### src/rtl/dma_aseq_pkg.sv
`timescale 1ns/1ps
// Shared types for the DMA address sequencer.
// Assumes: the transfer kind is a 2-bit code, and code 3 behaves like verify.
package dma_aseq_pkg;

    typedef enum logic [2:0] {
        ST_IDLE = 3'd0,
        ST_STB  = 3'd1,
        ST_RD   = 3'd2,
        ST_WR   = 3'd3,
        ST_END  = 3'd4
    } aseq_state_e;

    typedef enum logic [1:0] {
        XF_VERIFY = 2'b00,
        XF_WRITE  = 2'b01,
        XF_READ   = 2'b10,
        XF_RSVD   = 2'b11
    } aseq_xfer_e;

endpackage

### src/rtl/aseq_hi_track.sv
`timescale 1ns/1ps
// Remembers the upper address byte latched by the last transfer and
// decides whether the next one needs the upper-byte strobe state.
// Assumes: accept_i is high only in the cycle a start is taken, and
// gap_i marks an idle cycle without a start (the end of a service).
module aseq_hi_track #(
    parameter int HI_W = 8
) (
    input  logic            clk,
    input  logic            rst_n,
    input  logic            accept_i,
    input  logic            gap_i,
    input  logic            blk_i,
    input  logic [HI_W-1:0] hi_i,
    output logic            need_stb_o
);

    logic [HI_W-1:0] hi_q;
    logic            valid_q;

    // Capture the byte at each accepted start; a gap ends the service.
    always_ff @(posedge clk) begin
        if (!rst_n) begin
            hi_q    <= '0;
            valid_q <= 1'b0;
        end else if (accept_i) begin
            hi_q    <= hi_i;
            valid_q <= blk_i;
        end else if (gap_i) begin
            valid_q <= 1'b0;
        end
    end

    // Skip the strobe only inside a block service on a matching byte.
    always_comb begin
        need_stb_o = !(blk_i && valid_q && (hi_i == hi_q));
    end

endmodule

### src/rtl/aseq_fsm.sv
`timescale 1ns/1ps
// Transfer state sequencer: idle, optional strobe, read, write (with wait
// states), and a closing state. Starts are taken only when idle.
// Assumes: verify_i reflects the kind of the transfer in progress.
module aseq_fsm
    import dma_aseq_pkg::*;
(
    input  logic        clk,
    input  logic        rst_n,
    input  logic        start_i,
    input  logic        need_stb_i,
    input  logic        ready_i,
    input  logic        verify_i,
    output aseq_state_e state_o,
    output logic        accept_o,
    output logic        gap_o
);

    aseq_state_e state_q;
    aseq_state_e state_d;

    // Next-state choice for each state.
    always_comb begin
        state_d = state_q;
        unique case (state_q)
            ST_IDLE: if (start_i) state_d = need_stb_i ? ST_STB : ST_RD;
            ST_STB:  state_d = ST_RD;
            ST_RD:   state_d = ST_WR;
            ST_WR:   if (verify_i || ready_i) state_d = ST_END;
            ST_END:  state_d = ST_IDLE;
            default: state_d = ST_IDLE;
        endcase
    end

    // State register.
    always_ff @(posedge clk) begin
        if (!rst_n) state_q <= ST_IDLE;
        else        state_q <= state_d;
    end

    // Start acceptance and service-gap flags for the byte tracker.
    always_comb begin
        accept_o = (state_q == ST_IDLE) && start_i;
        gap_o    = (state_q == ST_IDLE) && !start_i;
        state_o  = state_q;
    end

endmodule

### src/rtl/aseq_strobe_dec.sv
`timescale 1ns/1ps
// Decodes the sequencer state and transfer kind into bus strobes.
// Assumes: state comes straight from a register, so outputs are glitch-free.
module aseq_strobe_dec
    import dma_aseq_pkg::*;
(
    input  aseq_state_e state_i,
    input  aseq_xfer_e  xtype_i,
    output logic        adstb_o,
    output logic        aen_o,
    output logic        done_o,
    output logic        memr_n_o,
    output logic        memw_n_o,
    output logic        ior_n_o,
    output logic        iow_n_o
);

    logic rd_phase;
    logic wr_phase;
    logic is_rd;
    logic is_wr;

    // Phase and kind decode, then active-low strobe mapping.
    always_comb begin
        rd_phase = (state_i == ST_RD) || (state_i == ST_WR);
        wr_phase = (state_i == ST_WR);
        is_rd    = (xtype_i == XF_READ);
        is_wr    = (xtype_i == XF_WRITE);
        adstb_o  = (state_i == ST_STB);
        aen_o    = (state_i != ST_IDLE);
        done_o   = (state_i == ST_END);
        memr_n_o = !(rd_phase && is_rd);
        iow_n_o  = !(wr_phase && is_rd);
        ior_n_o  = !(rd_phase && is_wr);
        memw_n_o = !(wr_phase && is_wr);
    end

endmodule

### src/rtl/dma_addr_seq.sv
`timescale 1ns/1ps
// Top of the DMA address output sequencer. Latches the transfer at an
// accepted start and drives the address, the upper-byte strobe, the address
// enable and the bus strobes, with enables high only while the bus is owned.
// Assumes: ready_i is synchronous to clk.
module dma_addr_seq
    import dma_aseq_pkg::*;
#(
    parameter int ADDR_W = 16,
    parameter int LO_W   = 8
) (
    input  logic                   clk,
    input  logic                   rst_n,
    input  logic                   start_i,
    input  logic [ADDR_W-1:0]      addr_i,
    input  logic [1:0]             xfer_type_i,
    input  logic                   block_i,
    input  logic                   ready_i,
    output logic [LO_W-1:0]        addr_lo_o,
    output logic                   addr_oe_o,
    output logic [ADDR_W-LO_W-1:0] db_o,
    output logic                   db_oe_o,
    output logic                   adstb_o,
    output logic                   aen_o,
    output logic                   memr_n_o,
    output logic                   memw_n_o,
    output logic                   ior_n_o,
    output logic                   iow_n_o,
    output logic                   ctl_oe_o,
    output logic                   xfer_done_o
);

    localparam int HI_W = ADDR_W - LO_W;

    logic [ADDR_W-1:0] addr_q;
    aseq_xfer_e        xtype_q;
    aseq_state_e       state;
    logic              accept;
    logic              gap;
    logic              need_stb;
    logic              verify;
    logic              aen;

    // Hold the address and transfer kind for the length of the transfer.
    always_ff @(posedge clk) begin
        if (!rst_n) begin
            addr_q  <= '0;
            xtype_q <= XF_VERIFY;
        end else if (accept) begin
            addr_q  <= addr_i;
            xtype_q <= aseq_xfer_e'(xfer_type_i);
        end
    end

    // Verify and the spare code both run without strobes or waits.
    always_comb begin
        verify = (xtype_q == XF_VERIFY) || (xtype_q == XF_RSVD);
    end

    aseq_hi_track #(.HI_W(HI_W)) u_hi (
        .clk        (clk),
        .rst_n      (rst_n),
        .accept_i   (accept),
        .gap_i      (gap),
        .blk_i      (block_i),
        .hi_i       (addr_i[ADDR_W-1:LO_W]),
        .need_stb_o (need_stb)
    );

    aseq_fsm u_fsm (
        .clk        (clk),
        .rst_n      (rst_n),
        .start_i    (start_i),
        .need_stb_i (need_stb),
        .ready_i    (ready_i),
        .verify_i   (verify),
        .state_o    (state),
        .accept_o   (accept),
        .gap_o      (gap)
    );

    aseq_strobe_dec u_dec (
        .state_i  (state),
        .xtype_i  (xtype_q),
        .adstb_o  (adstb_o),
        .aen_o    (aen),
        .done_o   (xfer_done_o),
        .memr_n_o (memr_n_o),
        .memw_n_o (memw_n_o),
        .ior_n_o  (ior_n_o),
        .iow_n_o  (iow_n_o)
    );

    // Address and enable outputs, driven only while the bus is owned.
    always_comb begin
        aen_o     = aen;
        addr_oe_o = aen;
        db_oe_o   = aen;
        ctl_oe_o  = aen;
        addr_lo_o = addr_q[LO_W-1:0];
        db_o      = addr_q[ADDR_W-1:LO_W];
    end

endmodule

### config.mk
export PLATFORM = sky130hd
export DESIGN_NAME = dma_addr_seq
export DESIGN_NICKNAME = d
export VERILOG_FILES = /design/src/rtl/dma_aseq_pkg.sv /design/src/rtl/aseq_hi_track.sv /design/src/rtl/aseq_fsm.sv /design/src/rtl/aseq_strobe_dec.sv /design/src/rtl/dma_addr_seq.sv
export SDC_FILE = /design/constraint.sdc
export NUM_CORES = 1
export LEC_CHECK = 0
export ABC_AREA = 1
export BUFFER_PORTS_ARGS = -buffer_cell sky130_fd_sc_hd__buf_2
export CAP_MARGIN = 10
export CORE_MARGIN = 5
export CORE_UTILIZATION = 41
export DETAILED_ROUTE_END_ITERATION = 7
export PLACE_DENSITY = 0.74
export SLEW_MARGIN = 10
export SYNTH_ARGS = -nofsm -noshare
export SYNTH_HDL_FRONTEND = slang
export SYNTH_SLANG_ARGS = --single-unit
export TNS_END_PERCENT = 10
### constraint.sdc
create_clock -name clk -period 1.22 [get_ports clk]
set_clock_uncertainty 0.15 [all_clocks]
set_input_delay 0.122 -clock clk [delete_from_list [all_inputs] [get_ports clk]]
set_output_delay 0.122 -clock clk [all_outputs]
set_load 0.05 [all_outputs]
Word-level counts from Yosys, hierarchy flattened
Cells that the tools add are included.
{ "classes": {"n_lt_le_gt_ge": 0, "bitwise_logic": 0, "n_reduce_logical": 21, "add_sub_neg": 0, "shift": 0, "n_mul": 0, "div": 0, "n_mux": 6, "n_eq_ne": 10} }
{ "op_table": {"columns": ["cell", "count"], "rows": [
  ["3-bit one-hot mux with 4 select lines", 1],
  ["8-bit == test", 1],
  ["1-bit logical AND", 8],
  ["3-bit by 2-bit == test with 1-bit output (second input constant)", 2],
  ["3-bit two-way mux", 2],
  ["1-bit zero test", 5],
  ["2-bit == test (second input constant)", 2],
  ["2-bit != test (second input constant)", 2],
  ["3-bit by 1-bit == test with 1-bit output (second input constant)", 1],
  ["3-bit == test (second input constant)", 1],
  ["3-bit zero test", 1],
  ["1-bit logical OR", 3],
  ["3-bit nonzero test", 1],
  ["2-bit by 1-bit == test with 1-bit output (second input constant)", 1],
  ["2-bit zero test", 1],
  ["1-bit two-way mux", 2],
  ["2-bit two-way mux", 1],
  ["2-bit AND reduction", 1],
  ["2-bit nonzero test", 1]
]} }
{ "totals": {"ramBits": 0, "inputBits": 23, "latch_bits": 0, "mem_count": 0, "wordCells": 42, "out_inout_bits": 26, "romBits": 0, "reg_bits": 30} }

Depth between registers and ports, before layout
Gate-level depths: netlist of run 1.
{ "logic_depth": {"depth_word": 5, "ltp_mapped": 10, "depth_no_buf": 10} }

Hierarchy
A second synthesis of run 1 with hierarchy kept.
{ "unflattened": {"cells_unflattened": 234, "area_unflattened_um2": 1512.7} }
{ "modules_own_cells": {"columns": ["module", "n_inst", "cells_each", "seq_area_each_um2", "area_per_inst_um2"], "rows": [
  ["dma_addr_seq", 1, 118, 360.3, 789.5],
  ["aseq_hi_track", 1, 70, 180.2, 469.2],
  ["aseq_fsm", 1, 29, 60.1, 186.4],
  ["aseq_strobe_dec", 1, 17, 0.0, 67.6]
]} }

Least setup slack after synthesis of run 1
No wires, ideal clock.
{ "synth_path": {"path_type": "register to output", "from": "register u_fsm.state_q[2], in the netlist u_fsm.state_o[2]", "to": "output xfer_done_o", "required_time_ns": 0.948, "n_path_buf": 0, "path_stages_with_launch": 3, "t_arrival_ns": 1.499, "path_slack_ns": -0.551, "path_cell_list": "dfxtp_1 -> inv_1 -> nor3_1"} }
{ "synth_between": {"elab_chain_cells": 1} }
{ "synth_rtl": {"columns": ["element", "line", "text"], "rows": [
  ["from (decl)", "aseq_fsm.sv:19", "aseq_state_e state_q;"],
  ["from (signal assigned)", "aseq_fsm.sv:38", "else state_q <= state_d;"],
  ["3-bit == test", "aseq_strobe_dec.sv:31", "done_o = (state_i == ST_END);"],
  ["to (decl)", "dma_addr_seq.sv:30", "output logic xfer_done_o"]
]} }
No other way between the ends.

Final worst setup path of run 1
{ "layout_path": {"from": "register u_fsm.state_q[2], in the netlist u_fsm.state_o[2]", "to": "output aen_o"} }
{ "layout_between": {"elab_chain_cells": 1} }
{ "layout_rtl": {"columns": ["element", "line", "text"], "rows": [
  ["3-bit nonzero test", "aseq_strobe_dec.sv:30", "aen_o = (state_i != ST_IDLE);"],
  ["to (decl)", "dma_addr_seq.sv:24", "output logic aen_o,"]
]} }
No other way between the ends.

==> results of run 1 <==
tightest hold or removal path, cell delays in order:
cell,delay [ns]
buf_2,0.11
o21ai_1,0.14
a21oi_1,0.05
sequential cells by signal (all words and copies together) (netlist names):
| register | cells |
|---|---|
| u_fsm.state_o | 3 |
| addr_q | 16 |
| u_hi.valid_q | 1 |
| xtype_q | 2 |
worst paths after layout:
kind             endpoint  slack (ns)  cells after the start
max                 aen_o       -0.23                      4
min reg2reg  u_hi.valid_q        0.32                      2
min            addr_q[13]       -0.02                      3
max reg2reg    addr_q[14]       -0.17                      5
cell usage after synthesis, drive strengths merged:
cell and number:
o21ai 9, clkbuf 1, nor2 9, o21bai 1, nand3 7, buf 6, ha 2, nor3 2
nand2 49, dfxtp 22, inv 20, a21oi 21, xnor2 2
what timing repair did:
action	4_1_cts	5_1_grt
hold buffers	19	0
resized for setup	41	34
pin swaps	6	2
setup endpoints to repair	33	46
endpoints found under the hold margin	19	0
setup buffers	2	1
cells by family (layout without fill, tap and decap cells):
group	count (synthesis)	in the layout	synth area share
adder cells (fa/ha/maj)	2	2	0.0237
flip-flops	22	22	0.418
XOR/XNOR	2	2	0.0166
AO/OA/AOI/OAI	31	31	0.153
AND/OR/NAND/NOR	67	67	0.270
buffers and inverters	27	109	0.119
layer usage:
layer  wire, µm  share of wire
met1       1220           0.35
met2       2030           0.59
met3        164          0.047
met4         49          0.014
met5          0              0
stage by stage:
stage	std cells	cell area [µm²]	util	power [mW]	worst slack (ns)
global route	263	1870	0.755	2.55	-0.295
global placement	237	1440	0.580	1.81	-0.0816
finish	263	1870	0.755	2.41	-0.234
CTS	262	1780	0.720	2.34	-0.230
detailed placement	237	1440	0.580	1.83	-0.122
floorplan	151	1100	-	1.60	-0.109
power by group through the flow:
stage	Combinational, mW	Sequential [mW]	Clock [mW]
floorplan	0.517	1.09	0
global placement	0.942	0.868	0
detailed placement	0.960	0.874	0
CTS	1.12	0.864	0.354
global route	1.27	0.882	0.391
finish	1.19	0.871	0.349
final cells by class:
cell class,instances,area (µm²)
clock buffer,4,26.3
timing repair buffer,85,691
tap,30,37.5
multi-input combinational,102,561
sequential,22,474
fill,186,608
inverter,20,80.1
==> reports/metrics.csv, run 1 <==
stage,metric,value,unit
yosys,Mean Syn Cell Area,6.99,µm²
setup_path,CP Launch Type,flip-flop,
status,status,"complete, but fails checks",
die,Die Y,60.7,µm
global_routing,met3 Use GR,0.0426,
worst_hold_path,Hold Path Class,input pin to flip-flop,
power_and_ir_drop,Cell Int Power,1.39,mW
detailed_routing,First-pass DRT Iterations,5,
clocking,Sink Count,22,
global_routing,routing usage on met1,0.203,
timing,FMAX,0.688,GHz
global_routing,largest net degree at the start of global routing,24,
worst_hold_path,HP Start,addr_i[13],
detailed_routing,DRC,0,
timing,min Tclk post-route,1.45,ns
clocking,root buffer cell,clkbuf_4,
power_and_ir_drop,sequential share of power,0.361,
power_and_ir_drop,Worst VDD drop,1.08,mV
clocking,CTS buffer count,3,
placed_design,gpl congestion,0.753,
yosys,post-synth net total,176,
detailed_routing,wire per inst,13.1,µm
die,initial core utilization,0.426,
final_layout,Inserted Diodes,0,
setup_path,"Largest stage delay, worst path",0.35,ns
flow_run,Max Cap Viol,0,
die,Die Wd,60.7,µm
global_routing,initial antenna violation count,0,
timing,RSZ-0062 raised after global routing,yes,
timing,Final Slew Violations,0,
global_routing,most used routing layer in global routing,met2,
timing,final count of hold timing violations,1,
timing,Final setup viols,32,
status,failing checks,"hold timing, setup timing",
setup_path,slowest cell on the critical path,dfxtp_2,
setup_path,critical-path cell list,nor2_4 > buf_6 > nand2_4 > buf_6,
placed_design,number of port buffers,48,
final_layout,Total Nets Final,259,
setup_path,Crit. End Element,output pin,
placed_design,Detailed Place HPWL,2100,µm
yosys,register area share after synthesis,0.418,
final_layout,"commonest non-fill, non-tap cell in the layout",nand2_1,
power_and_ir_drop,P_sw,1.03,mW
setup_path,WP buf/inv,2,
timing,setup TNS,-4.14,ns
die,Site Rows,18,
yosys,Synth Register Bits,22,
setup_path,Crit path arrival time,1.18,ns
global_routing,number of global-route vias before repair,1273,
global_routing,GRT Total Usage,0.195,
setup_path,crit-path max FO,7,
die,Top-Level Pins,49,
clocking,H-tree levels,1,
setup_path,CP startpoint,u_fsm.state_o[2],
die,die area,0.00369,mm²
detailed_routing,via count,1234,
setup_path,Worst R2R Start,u_fsm.state_o[2],
power_and_ir_drop,Sw Share,0.425,
setup_path,Crit Path Class,flip-flop to output pin,
power_and_ir_drop,Clk pwr share,0.145,
clocking,CTS tree,built,
power_and_ir_drop,pwr/cell area,1290,mW/mm²
power_and_ir_drop,Gate power share,0.494,
timing,Worst-Margin Slew,0.289,ns
final_layout,share of cells above drive strength 1,0.442,
global_routing,GR met2 Demand/Resource,0.385,
die,CORE AREA,0.00248,mm²
power_and_ir_drop,P_leak,0.869,nW
final_layout,most frequent cells in the layout,"nand2_1 (45), buf_2 (22), a21oi_1 (21)",
yosys,synthesized area,0.00105,mm²
yosys,Synth Instances,151,
detailed_routing,ANT nets after route,0,
setup_path,Worst EP required,0.95,ns
yosys,Unique masters post-synth,21,
final_layout,Layout area overhead,77.2,%
timing,Slew headroom,0.807,
detailed_routing,initial DRC count,42,
detailed_routing,detailed-route vias per instance,4.69,
global_routing,GRT Residual Overflow,0,
setup_path,crit-path most repeated cell,buf_6,
clocking,Max Buffers Root-to-Sink,2,
clocking,"Clk Latency, worst-skew pair",0.32,ns
timing,worst hold slack,-0.0155,ns
yosys,top cell type's share of synthesized area,0.418,
clocking,clk slew on worst S/H paths,0.13,ns
detailed_routing,Routed WL,3460,µm
yosys,Synth Warn #,0,
setup_path,CP top delay family,flip-flops,
timing,final worst-path setup slack,-0.234,ns
global_routing,first-pass GRT wire length,5380,µm
yosys,top post-synthesis cells by area,"dfxtp_1 (42%), nand2_1 (17%), a21oi_1 (10%), inv_1 (6.0%), nand3_1 (2.8%)",
yosys,Yosys top cell by area,dfxtp_1,
timing,Final Cycle Share,1.19,
Note: power is estimated with default switching activity, not from simulation.
==> run 2, diff against run 1 <==
--- a/config.mk
+++ b/config.mk
@@ -8,10 +8,12 @@
 export ABC_AREA = 1
 export BUFFER_PORTS_ARGS = -buffer_cell sky130_fd_sc_hd__buf_2
 export CAP_MARGIN = 10
+export CELL_PAD_IN_SITES_DETAIL_PLACEMENT = 0
+export CELL_PAD_IN_SITES_GLOBAL_PLACEMENT = 1
 export CORE_MARGIN = 5
-export CORE_UTILIZATION = 41
+export CORE_UTILIZATION = 27
 export DETAILED_ROUTE_END_ITERATION = 7
-export PLACE_DENSITY = 0.74
+export PLACE_DENSITY_LB_ADDON = 0.1
 export SLEW_MARGIN = 10
 export SYNTH_ARGS = -nofsm -noshare
 export SYNTH_HDL_FRONTEND = slang
==> reports/metrics.csv, run 2 (synthesis results as in run 1) <==
stage,metric,value,unit,change
die,Die Y,72.5,µm,+19%
final_layout,Filler cells,355,,+91%
final_layout,"commonest non-fill, non-tap cell in the layout",nand2_1,,
die,initial core utilization,0.284,,-0.142
detailed_routing,wire per inst,10.7,µm,-19%
flow_run,Max Cap Viol,0,,unchanged
setup_path,Crit path arrival time,1.11,ns,-0.07 ns
placed_design,Detailed Place HPWL,2230,µm,+6.1%
clocking,root buffer cell,clkbuf_8,,
global_routing,GRT Residual Overflow,0,,unchanged
final_layout,multi-input combinational cell area,573,µm²,+2.2%
clocking,Max Buffers Root-to-Sink,2,,unchanged
final_layout,"Most flops, register",addr_q,,
global_routing,most used routing layer in global routing,met2,,
setup_path,Worst EP required,0.95,ns,about the same
die,Top-Level Pins,49,,unchanged
timing,Final Slew Violations,0,,unchanged
die,Site Rows,22,,+4
timing,final worst-path setup slack,-0.158,ns,+0.0760 ns
worst_hold_path,Hold Crit Depth,3,,unchanged
status,failing checks,setup timing,,
final_layout,Inserted Diodes,0,,unchanged
detailed_routing,ANT nets after route,0,,unchanged
global_routing,first-pass GRT wire length,4700,µm,-13%
global_routing,largest net degree at the start of global routing,19,,-21%
final_layout,share of cells above drive strength 1,0.480,,+0.0383
timing,Final Cycle Share,1.13,,-0.0623
clocking,"Clk Latency, worst-skew pair",0.26,ns,-0.06 ns
global_routing,GRT Total Usage,0.112,,-0.0830
power_and_ir_drop,P_leak,0.897,nW,+3.2%
die,CORE AREA,0.00372,mm²,+50%
final_layout,most frequent cells in the layout,"nand2_1 (44), buf_2 (37), a21oi_1 (20)",,
setup_path,cells on worst reg2reg path,6,,+1
setup_path,Crit Path Class,flip-flop to output pin,,
timing,FMAX,0.725,GHz,+5.5%
status,status,"complete, but fails checks",,
setup_path,CP Launch Type,flip-flop,,
timing,worst hold slack,0.0118,ns,+0.0274 ns
clocking,CTS buffer count,3,,unchanged
global_routing,GR met2 Demand/Resource,0.207,,-0.177
clocking,H-tree levels,1,,unchanged
placed_design,gpl congestion,0.789,,+4.8%
timing,min Tclk post-route,1.38,ns,-0.0760 ns
detailed_routing,First-pass DRT Iterations,4,,-1
global_routing,initial antenna violation count,0,,unchanged
die,Die Wd,72.5,µm,+19%
detailed_routing,detailed-route vias per instance,4.25,,-9.4%
timing,Worst-Margin Slew,0.254,ns,-0.0351 ns
final_layout,Layout area overhead,81.5,%,
timing,final count of hold timing violations,0,,-1
power_and_ir_drop,pwr/cell area,1450,mW/mm²,+13%
placed_design,number of port buffers,48,,unchanged
placed_design,dpl cells,256,,+8.0%
power_and_ir_drop,total power,2.78,mW,+15%
detailed_routing,via count,1177,,-4.6%
timing,setup TNS,-3.18,ns,+0.954 ns
clocking,Sink Count,22,,unchanged
setup_path,critical-path cell list,nor2_4 > buf_6 > nand2_8 > buf_8,,
detailed_routing,DRC,0,,unchanged
clocking,CTS tree,built,,
global_routing,number of global-route vias before repair,1152,,-9.5%
global_routing,met3 Use GR,0.0291,,-0.0135
power_and_ir_drop,Worst VDD drop,0.688,mV,-36%
final_layout,FF/Latch Area,478,µm²,+0.79%
timing,Final setup viols,32,,unchanged
timing,RSZ-0062 raised after global routing,yes,,
detailed_routing,initial DRC count,15,,-64%
setup_path,Crit. End Element,output pin,,
final_layout,Total Nets Final,255,,-1.5%
final_layout,Final Non-Filler Cells,277,,+5.3%
timing,Slew headroom,0.832,,+0.0246
final_layout,Largest register FFs,16,,unchanged
die,die area,0.00526,mm²,+43%
worst_hold_path,Hold Path Class,input pin to flip-flop,,
detailed_routing,Routed WL,2950,µm,-15%
clocking,clk slew on worst S/H paths,0.08,ns,-0.05 ns
global_routing,routing usage on met1,0.122,,-0.0810
setup_path,crit-path max FO,7,,unchanged
setup_path,slowest cell on the critical path,dfxtp_4,,
setup_path,"Largest stage delay, worst path",0.37,ns,+0.02 ns
run 2: cell types whose count changed in the layout (fill, tap and decap cells not counted), sizes merged:
cell         delta
clkbuf         -11
buf            +11
bufinv          +1
dlygate4sd3     -5
run 2: area by class of cell:
class | count | area share
clock buffer | 3 | 0.0216
inverter | 20 | 0.0431
multi-input combinational | 102 | 0.299
tap | 48 | 0.0314
clock inverter | 1 | 0.0157
sequential | 22 | 0.250
timing repair buffer | 81 | 0.339
run 2: worst paths after layout:
kind	start	to	slack (ns)
worst min register to register	addr_q[1]	addr_q[1]	0.32
worst max register to register	u_fsm.state_o[2]	addr_q[12]	-0.13
worst max-delay path	u_fsm.state_o[2]	db_oe_o	-0.16
worst min-delay path	addr_i[11]	addr_q[11]	0.01
run 2: per-layer routing:
metal,vias up,share of wire
li1,626,-
met1,523,0.41
met2,26,0.52
met3,2,0.060
met4,0,0.0064
met5,-,0
run 2: per-stage QoR:
| step | setup slack, ns | utilization | instance area [µm²] |
|---|---|---|---|
| after global placement | -0.0912 | 0.398 | 1480 |
| after detailed placement | -0.144 | 0.398 | 1480 |
| after global routing | -0.209 | 0.515 | 1910 |
| after CTS | -0.170 | 0.502 | 1870 |
| final | -0.158 | 0.515 | 1910 |
| after floorplan | -0.109 | - | 1100 |
run 2: worst max-delay path: cells and delay by family (launching register included):
family / cells / cell delay [ns]
buffers and inverters: 2 / 0.28
flip-flops: 1 / 0.37
AND/OR/NAND/NOR: 2 / 0.20
run 2: timing repair:
item                                    4_1_cts  5_1_grt
hold endpoints to repair                     14        0
buffers inserted                              2        1
pin swaps                                    10        8
gates resized for setup                      56       15
hold buffers                                 14        0
endpoints found under the setup margin       33       32
run 2: power by group:
part | switching, mW | internal (mW)
logic | 0.748 | 0.485
clock network | 0.240 | 0.438
registers | 0.0605 | 0.811
==> run 3, diff against run 2 <==
--- a/config.mk
+++ b/config.mk
@@ -11,7 +11,7 @@
 export CELL_PAD_IN_SITES_DETAIL_PLACEMENT = 0
 export CELL_PAD_IN_SITES_GLOBAL_PLACEMENT = 1
 export CORE_MARGIN = 5
-export CORE_UTILIZATION = 27
+export CORE_UTILIZATION = 30
 export DETAILED_ROUTE_END_ITERATION = 7
 export PLACE_DENSITY_LB_ADDON = 0.1
 export SLEW_MARGIN = 10
==> constraint.sdc (replaced) <==
create_clock -name clk -period 1.3 [get_ports clk]
set_clock_uncertainty 0.15 [all_clocks]
set_input_delay 0.13 -clock clk [delete_from_list [all_inputs] [get_ports clk]]
set_output_delay 0.13 -clock clk [all_outputs]
set_load 0.05 [all_outputs]
==> reports/metrics.csv, run 3 (synthesis results as in run 1) <==
stage,metric,value,unit,change
clocking,root buffer cell,clkbuf_4,,
placed_design,dpl cells,247,,-3.5%
final_layout,Layout area overhead,74.4,%,
die,Die Y,69.3,µm,-4.4%
timing,Final Cycle Share,1.11,,
timing,final count of hold timing violations,0,,unchanged
final_layout,"Most flops, register",addr_q,,
setup_path,Worst EP required,1.02,ns,+0.07 ns
setup_path,CP Launch Type,flip-flop,,
die,Top-Level Pins,49,,unchanged
die,Site Rows,21,,-4.5%
final_layout,Final Non-Filler Cells,272,,-1.8%
timing,FMAX,0.690,GHz,
die,initial core utilization,0.314,,+0.0298
placed_design,gpl congestion,0.744,,-5.6%
clocking,Sink Count,22,,unchanged
timing,Slew headroom,0.831,,about the same
global_routing,GRT Residual Overflow,0,,unchanged
detailed_routing,detailed-route vias per instance,4.33,,+1.8%
placed_design,placed inst area,0.00142,mm²,-3.7%
timing,final worst-path setup slack,-0.148,ns,+0.00989 ns
detailed_routing,via count,1177,,unchanged
status,failing checks,setup timing,,
final_layout,Filler cells,352,,-0.85%
status,status,"complete, but fails checks",,
clocking,CTS buffer count,3,,unchanged
die,Die Wd,69.3,µm,-4.4%
detailed_routing,Routed WL,3080,µm,+4.4%
placed_design,Detailed Place HPWL,2130,µm,-4.6%
timing,Final Slew Violations,0,,unchanged
die,CORE AREA,0.00336,mm²,-9.5%
flow_run,Max Cap Viol,0,,unchanged
timing,Final setup viols,30,,-6.3%
clocking,H-tree levels,1,,unchanged
global_routing,number of global-route vias before repair,1222,,+6.1%
global_routing,first-pass GRT wire length,5330,µm,+14%
final_layout,"commonest non-fill, non-tap cell in the layout",nand2_1,,
final_layout,most frequent cells in the layout,"nand2_1 (45), buf_2 (38), a21oi_1 (21)",,
power_and_ir_drop,pwr/cell area,1240,mW/mm²,-15%
detailed_routing,initial DRC count,37,,+22
placed_design,number of port buffers,48,,unchanged
timing,Worst-Margin Slew,0.253,ns,-0.000625 ns
final_layout,Inserted Diodes,0,,unchanged
setup_path,Crit path arrival time,1.17,ns,+0.06 ns
clocking,"Clk Latency, worst-skew pair",0.31,ns,+0.05 ns
setup_path,Crit Path Class,flip-flop to output pin,,
worst_hold_path,Hold Path Class,input pin to flip-flop,,
power_and_ir_drop,P_leak,0.856,nW,-4.6%
detailed_routing,DRC,0,,unchanged
timing,min Tclk post-route,1.45,ns,
clocking,clk slew on worst S/H paths,0.13,ns,+0.05 ns
detailed_routing,wire per inst,11.3,µm,+6.3%
clocking,Max Buffers Root-to-Sink,2,,unchanged
setup_path,crit-path max FO,4,,-3
final_layout,Largest register FFs,16,,unchanged
detailed_routing,First-pass DRT Iterations,4,,unchanged
clocking,CTS tree,built,,
final_layout,share of cells above drive strength 1,0.469,,-0.0113
final_layout,Finished Cell Area,0.00184,mm²,-3.9%
power_and_ir_drop,Worst VDD drop,0.602,mV,-12%
global_routing,largest net degree at the start of global routing,17,,-2
setup_path,Crit. End Element,output pin,,
timing,RSZ-0062 raised after global routing,yes,,
global_routing,initial antenna violation count,0,,unchanged
global_routing,GRT Total Usage,0.135,,+0.0234
die,die area,0.00480,mm²,-8.6%
final_layout,Total Nets Final,252,,-1.2%
detailed_routing,ANT nets after route,0,,unchanged
==> run 3: final timing paths <==
kind	start	depth (start not counted)	endpoint	slack (ns)
setup / recovery	u_fsm.state_o[1]	3	xfer_done_o	-0.15
hold / removal	start_i	3	u_fsm.state_o[2]	0.04
setup reg to reg	addr_q[9]	9	u_fsm.state_o[0]	-0.06
hold reg to reg	addr_q[4]	2	addr_q[4]	0.32
==> run 3: layer usage <==
metal	vias to the layer above	track usage	wire (µm)
li1	619	-	-
met1	528	0.143	1260
met2	28	0.256	1630
met3	2	0.0333	170
met4	0	0.0456	19
met5	-	0	0
==> run 3: where the power goes <==
part	switching (mW)	total (mW)	internal, mW
registers	0.0534	0.816	0.762
clock network	0.214	0.385	0.171
logic	0.697	1.08	0.386
==> run 3: area by class of cell <==
type	instances	area (µm²)	share of cell area
Multi-Input combinational cell	102	578	0.314
Tap cell	46	57.6	0.0313
Timing Repair Buffer	78	613	0.333
Clock buffer	4	36.3	0.0197
Sequential cell	22	474	0.258
Inverter	20	80.1	0.0435
==> run 3: stage by stage <==
| step | total power, mW | TNS, ns | util | setup slack, ns | hold WS (ns) |
|---|---|---|---|---|---|
| finish | 2.28 | -1.84 | 0.547 | -0.148 | 0.0412 |
| global route | 2.42 | -3.97 | 0.547 | -0.209 | 0.0540 |
| CTS | 2.27 | -1.59 | 0.532 | -0.166 | 0.0242 |
| detailed placement | 1.71 | -0.234 | 0.423 | -0.0868 | 0.234 |
| global placement | 1.70 | -0.0223 | 0.423 | -0.0103 | 0.230 |
| floorplan | 1.51 | -0.0434 | - | -0.0288 | 0.108 |
==> run 3: timing repair <==
action	CTS	global route
hold buffers	20	0
pin swaps	6	6
buffers inserted	1	0
gates resized for setup	49	15
endpoints found under the setup margin	29	32
endpoints found under the hold margin	19	0
==> run 3: critical path, stage by stage, from the launching register on <==
cell	delay, ns
dfxtp_4	0.39
buf_6	0.12
nor3_4	0.17
buf_6	0.18
